--- config.mk ---
export PLATFORM = sky130hd
export DESIGN_NAME = page_access_guard
export DESIGN_NICKNAME = d
export VERILOG_FILES = /design/src/rtl/page_guard_pkg.sv /design/src/rtl/pg_reset_sync.sv /design/src/rtl/pg_lock_match.sv /design/src/rtl/pg_protect_eval.sv /design/src/rtl/pg_fault_reg.sv /design/src/rtl/page_access_guard.sv
export SDC_FILE = /design/constraint.sdc
export NUM_CORES = 1
export LEC_CHECK = 0
export BUFFER_PORTS_ARGS = -buffer_cell sky130_fd_sc_hd__buf_2
export CAP_MARGIN = 0
export CORE_AREA = 3 3 40 42
export CTS_CLUSTER_DIAMETER = 120
export DETAILED_ROUTE_END_ITERATION = 6
export DIE_AREA = 0 0 43 45
export PLACE_DENSITY = 0.68
export SETUP_SLACK_MARGIN = 0.15
export SLEW_MARGIN = 10
export SYNTH_ARGS = -nofsm -noshare
export SYNTH_HDL_FRONTEND = slang
export SYNTH_SLANG_ARGS = --single-unit
--- constraint.sdc ---
create_clock -name clk -period 1.1 [get_ports clk]
set_clock_uncertainty 0.05 [all_clocks]
set_input_delay 0.055 -clock clk [delete_from_list [all_inputs] [get_ports clk]]
set_output_delay 0.055 -clock clk [all_outputs]
set_load 0.01 [all_outputs]
--- src/rtl/page_guard_pkg.sv ---
package page_guard_pkg;
  localparam int WORD_W   = 16;
  localparam int KEY_W    = 4;
  localparam int LOCK_MSB = 15;
  localparam int LOCK_LSB = 12;
  localparam int FLAG_BIT = 11;
  localparam int FLT_W    = 2;
  localparam int FLT_CPU  = 0;
  localparam int FLT_DMA  = 1;

  typedef enum logic [1:0] {
    REF_OPRD   = 2'b00,
    REF_IFETCH = 2'b01,
    REF_WRITE  = 2'b10,
    REF_OPRD2  = 2'b11
  } ref_kind_e;

  typedef struct packed {
    logic acc;
    logic exe;
    logic wpr;
  } fault_vec_t;
endpackage

--- src/rtl/pg_reset_sync.sv ---
module pg_reset_sync #(
  parameter int STAGES = 2
) (
  input  logic clk,
  input  logic rst_n,
  output logic rst_sync_n
);
  logic [STAGES-1:0] sh_q;
  logic [STAGES-1:0] sh_d;

  always_comb begin
    sh_d = {sh_q[STAGES-2:0], 1'b1};
  end

  always_ff @(posedge clk or negedge rst_n) begin
    if (!rst_n) sh_q <= '0;
    else        sh_q <= sh_d;
  end

  assign rst_sync_n = sh_q[STAGES-1];
endmodule

--- src/rtl/pg_lock_match.sv ---
module pg_lock_match
  import page_guard_pkg::*;
#(
  parameter bit LOCK_EN = 1'b1
) (
  input  logic [KEY_W-1:0] lock_code,
  input  logic [KEY_W-1:0] key_code,
  output logic             key_ok
);
  localparam logic [KEY_W-1:0] OPEN_LOCK  = '1;
  localparam logic [KEY_W-1:0] MASTER_KEY = '0;

  generate
    if (LOCK_EN) begin : g_lock
      logic open_l, master_k, exact;
      always_comb begin
        open_l   = (lock_code == OPEN_LOCK);
        master_k = (key_code == MASTER_KEY);
        exact    = (key_code == lock_code);
        key_ok   = open_l | master_k | exact;
      end
    end else begin : g_nolock
      logic [2*KEY_W-1:0] unused_bits;
      assign unused_bits = {lock_code, key_code};
      assign key_ok = 1'b1;
    end
  endgenerate
endmodule

--- src/rtl/pg_protect_eval.sv ---
module pg_protect_eval
  import page_guard_pkg::*;
(
  input  logic       valid,
  input  logic [1:0] kind,
  input  logic       flag,
  input  logic       key_ok,
  output fault_vec_t faults
);
  ref_kind_e k;
  always_comb begin
    k = ref_kind_e'(kind);
    faults.acc = valid & ~key_ok;
    faults.exe = valid & flag & (k == REF_IFETCH);
    faults.wpr = valid & flag & (k == REF_WRITE);
  end
endmodule

--- src/rtl/pg_fault_reg.sv ---
module pg_fault_reg
  import page_guard_pkg::*;
(
  input  logic             clk,
  input  logic             rst_n,
  input  logic             set_cpu,
  input  logic             set_dma,
  input  logic             clr,
  output logic [FLT_W-1:0] bits,
  output logic             irq
);
  logic [FLT_W-1:0] flt_q, flt_d, set_v;
  logic             upd_en;

  always_comb begin
    set_v          = '0;
    set_v[FLT_CPU] = set_cpu;
    set_v[FLT_DMA] = set_dma;
    upd_en         = clr | (|set_v);
    flt_d          = (clr ? '0 : flt_q) | set_v;
  end

  always_ff @(posedge clk or negedge rst_n) begin
    if (!rst_n)      flt_q <= '0;
    else if (upd_en) flt_q <= flt_d;
  end

  assign bits = flt_q;
  assign irq  = |flt_q;

  a_r8_sticky_cpu: assert property (@(posedge clk) disable iff (!rst_n)
    (flt_q[FLT_CPU] && !clr) |=> flt_q[FLT_CPU]);
  a_r8_sticky_dma: assert property (@(posedge clk) disable iff (!rst_n)
    (flt_q[FLT_DMA] && !clr) |=> flt_q[FLT_DMA]);
  a_r8_clear: assert property (@(posedge clk) disable iff (!rst_n)
    (clr && !set_cpu && !set_dma) |=> (flt_q == '0));
  a_r7_set_wins: assert property (@(posedge clk) disable iff (!rst_n)
    set_dma |=> flt_q[FLT_DMA]);
endmodule

--- src/rtl/page_access_guard.sv ---
module page_access_guard
  import page_guard_pkg::*;
#(
  parameter bit LOCK_EN     = 1'b1,
  parameter int SYNC_STAGES = 2
) (
  input  logic              clk,
  input  logic              rst_n,
  input  logic              ref_valid,
  input  logic [1:0]        ref_kind,
  input  logic              req_dma,
  input  logic [KEY_W-1:0]  cpu_key,
  input  logic [KEY_W-1:0]  dev_key,
  input  logic [WORD_W-1:0] page_word,
  input  logic              flt_clr,
  output logic              permit,
  output logic              write_commit,
  output logic              access_fault,
  output logic              exec_fault,
  output logic              wprot_fault,
  output logic [FLT_W-1:0]  fault_bits,
  output logic              mach_err_irq
);
  logic             rst_s_n;
  logic [KEY_W-1:0] eff_key;
  logic [KEY_W-1:0] lock_fld;
  logic             prot_flag;
  logic             key_ok;
  fault_vec_t       fv;
  logic             set_cpu, set_dma;

  pg_reset_sync #(.STAGES(SYNC_STAGES)) u_rsync (
    .clk(clk), .rst_n(rst_n), .rst_sync_n(rst_s_n));

  always_comb begin
    eff_key   = req_dma ? dev_key : cpu_key;
    lock_fld  = page_word[LOCK_MSB:LOCK_LSB];
    prot_flag = page_word[FLAG_BIT];
  end

  pg_lock_match #(.LOCK_EN(LOCK_EN)) u_match (
    .lock_code(lock_fld), .key_code(eff_key), .key_ok(key_ok));

  pg_protect_eval u_prot (
    .valid(ref_valid), .kind(ref_kind), .flag(prot_flag),
    .key_ok(key_ok), .faults(fv));

  always_comb begin
    access_fault = fv.acc;
    exec_fault   = fv.exe;
    wprot_fault  = fv.wpr;
    permit       = ref_valid & ~(fv.acc | fv.exe | fv.wpr);
    write_commit = permit & (ref_kind_e'(ref_kind) == REF_WRITE);
    set_cpu      = fv.exe | (~req_dma & (fv.acc | fv.wpr));
    set_dma      = req_dma & (fv.acc | fv.wpr);
  end

  pg_fault_reg u_freg (
    .clk(clk), .rst_n(rst_s_n), .set_cpu(set_cpu), .set_dma(set_dma),
    .clr(flt_clr), .bits(fault_bits), .irq(mach_err_irq));

  a_r2_master_key: assert property (@(posedge clk) disable iff (!rst_s_n)
    (ref_valid && eff_key == '0) |-> !access_fault);
  a_r2_open_lock: assert property (@(posedge clk) disable iff (!rst_s_n)
    (ref_valid && page_word[LOCK_MSB:LOCK_LSB] == '1) |-> !access_fault);
  a_r4_exec_block: assert property (@(posedge clk) disable iff (!rst_s_n)
    (ref_valid && ref_kind == 2'b01 && page_word[FLAG_BIT]) |-> (exec_fault && !permit));
  a_r6_no_denied_write: assert property (@(posedge clk) disable iff (!rst_s_n)
    !permit |-> !write_commit);
  a_r10_idle: assert property (@(posedge clk) disable iff (!rst_s_n)
    !ref_valid |-> (!access_fault && !exec_fault && !wprot_fault && !permit));
  a_r9_irq: assert property (@(posedge clk) disable iff (!rst_s_n)
    $rose(fault_bits[1]) |-> mach_err_irq);
endmodule

==> impl_results.md <==
* Status: complete, but fails checks
* Failing checks: setup timing
* Worst Hold Class: input port to async pin
* Sequential area share after synthesis at 27.5%
* Post-synthesis cell type count at 24
* R2R cell count at 3
* Routed length per instance at 10.9 um
* Ant. Diodes at 0
* Die Y at 45 um
* Fin crit share at 115%
* DR DRC count at 0
* CTS buffer count at 3
* # rows at 13
* Ys async rst share at 100%
* Final Instance Count excl. Fillers at 94
* Die width at 43 um
* Crit start category: input port
* H-tree Lvls at 1
* Fmax achieved at 788 MHz
* Min cycle time layout at 1.27 ns
* Dpl cells at 84
* Largest net degree at the start of global routing at 8
* Area growth syn-to-layout at 86.9%
* Pins Over Slew Limit at 0
* Final setup viols at 5
* RSZ-0062 raised after global routing: true
* DP Wirelength at 817 um
* #FFs+latches synth at 4
* Cells after Synth at 38
* Top FF cell, synth: dfrtp_1
* Core area at 1280 um2
* Fillcell total at 126
* Worst path slowest cell: or3_1
* Mapped Avg Cell Area at 9.58 um2
* Data arrival time of the critical path at 1.16 ns
* Post-Syn Area at 364 um2
* Clock Latency Late Sink at 0.23 ns
* DRT Pass-1 Iters at 4
* GRT overflow at 0
* WL final at 1.03 mm
* Initial antenna violation count at 0
* Net Count, Synth at 69
* Leakage Power at 0.000360 uW
* Initial Util at 28.3%
* Data required time of the worst path at 1.00 ns
* Worst ir drop on vdd at 706 uV
* CP Capture Type: primary output
* Layout cell share with drive strength beyond 1 at 64.6%
* Worst-path clk slew at 0.04 ns
* WP depth at 6
* CTS tree: built
* Overall routing resource usage at 11.0%
* Gp weighted congestion at 0.798
* Critical Path Fanout Max at 4
* Final setup margin at -0.169 ns
* CTS sink cnt at 4
* Max-cap violations at 0
* Crit Path Category: input port to primary output
* Via density at 4.53
* Initial DRC Count at 6
* Synth warn at 0
* CP peak stage delay at 0.37 ns
* EDFF count, synth at 0
* CP delay by family, top: compound AO/OA/AOI/OAI gates
* Final Power at 589 uW
* Pre-CTS setup slack at -0.325 ns
* Hold violation total from the final report at 0
* Vias post-DR at 426
* Commonest non-fill, non-tap cell in the layout: buf_2
* Die ar. at 1940 um2
* Final antenna-violating net count at 0
* First-pass GRT wire length at 1.66 mm
* Port Buf Inserts at 27
* Vias in the first global route at 424
* Fin nets at 112
* CP cell instances: buf_6 -> or3_1 -> o31ai_2 -> a31oi_2 -> a211oi_2 -> buf_2
* Root Buffer: clkbuf_4
* Most frequent cells in the layout: buf_2 (25), buf_4 (9), inv_1 (5)
* # IOs at 39
* CP bufs+invs at 2
* CTS Buffer Depth at 2
* PwrDens at 865 nW/um2
* Hold slack at 0.0880 ns
[worst paths after layout]
| path | start | endpoint | slack (ns) |
|---|---|---|---|
| setup / recovery | cpu_key[2] | write_commit | -0.17 |
| hold / removal | rst_n | u_rsync.sh_q[0] | 0.09 |
| setup reg to reg | u_freg.bits[0] | u_freg.bits[0] | 0.20 |
| hold reg to reg | u_rsync.sh_q[0] | u_rsync.sh_q[1] | 0.31 |
| max in group asynchronous | u_rsync.sh_q[1] | u_freg.bits[1] | 0.38 |
| min in group clk | flt_clr | u_freg.bits[1] | 0.17 |
[synthesized netlist by cell type (2+ instances only)]
cell type	instances	area [um2]
a31o_1	2	17.5
nand2_1	2	7.51
inv_1	6	22.5
dfrtp_1	4	100
mux2i_1	2	20.0
mux2i_2	2	27.5
xor2_1	3	26.3
[routing by layer]
metal  wire (um)  global-route usage, %
met5           0                      0
met4           0                      0
met3          77                   4.38
met2         498                   19.8
met1         451                   13.4
[flip-flops by register name, indices dropped and copies added (netlist names)]
name / cells
u_freg.bits: 2
u_rsync.sh_q: 2
[worst register-to-register path, delay by kind of cell, from the launching register on]
kind                   cells  cell delay (ns)
AO/OA/AOI/OAI              2             0.30
buffers and inverters      1             0.06
flip-flops                 1             0.37
[logic make-up (layout without fill, tap and decap cells)]
| kind of cell | count (synthesis) | in the layout | synth area share, % |
|---|---|---|---|
| AO/OA/AOI/OAI | 8 | 8 | 19.2 |
| multiplexers | 4 | 4 | 13.1 |
| AND/OR/NAND/NOR | 10 | 10 | 18.2 |
| other | 1 | 1 | 1.03 |
| buffers and inverters | 7 | 48 | 9.28 |
| flip-flops | 4 | 4 | 27.5 |
| XOR/XNOR | 4 | 4 | 11.7 |
[through the flow]
| stage | instance area (um2) | setup TNS, ns | util, % |
|---|---|---|---|
| 2_1_floorplan | 399 | -0.0819 | - |
| 3_3_place_gp | 571 | -1.27 | 44.4 |
| 3_5_place_dp | 571 | -1.29 | 44.4 |
| 4_1_cts | 656 | -0.380 | 51.0 |
| 5_1_grt | 681 | -0.913 | 53.0 |
| 6_report | 681 | -0.531 | 53.0 |
[where the power goes]
group,internal (uW),switching [uW],leakage (uW)
Sequential,162,6.30,0.0000475
Combinational,133,111,0.000299
Clock,122,54.7,0.0000138
[repair_timing]
| item | CTS | global route |
|---|---|---|
| endpoints found under the hold margin | 4 | 0 |
| resized for setup | 6 | 2 |
| endpoints found under the setup margin | 6 | 7 |
| hold buffers | 2 | 0 |
| buffers inserted | 3 | 2 |
| pin swaps | 4 | 3 |
[cell type report]
type                       count  area [um2]  share of cell area [%]
tap                           15        18.8                    2.76
timing repair buffer          39         250                    36.8
sequential                     4         100                    14.7
multi-input combinational     27         267                    39.2
inverter                       6        22.5                    3.31
clock buffer                   3        22.5                    3.31
Power figures use the tool's default switching activity.
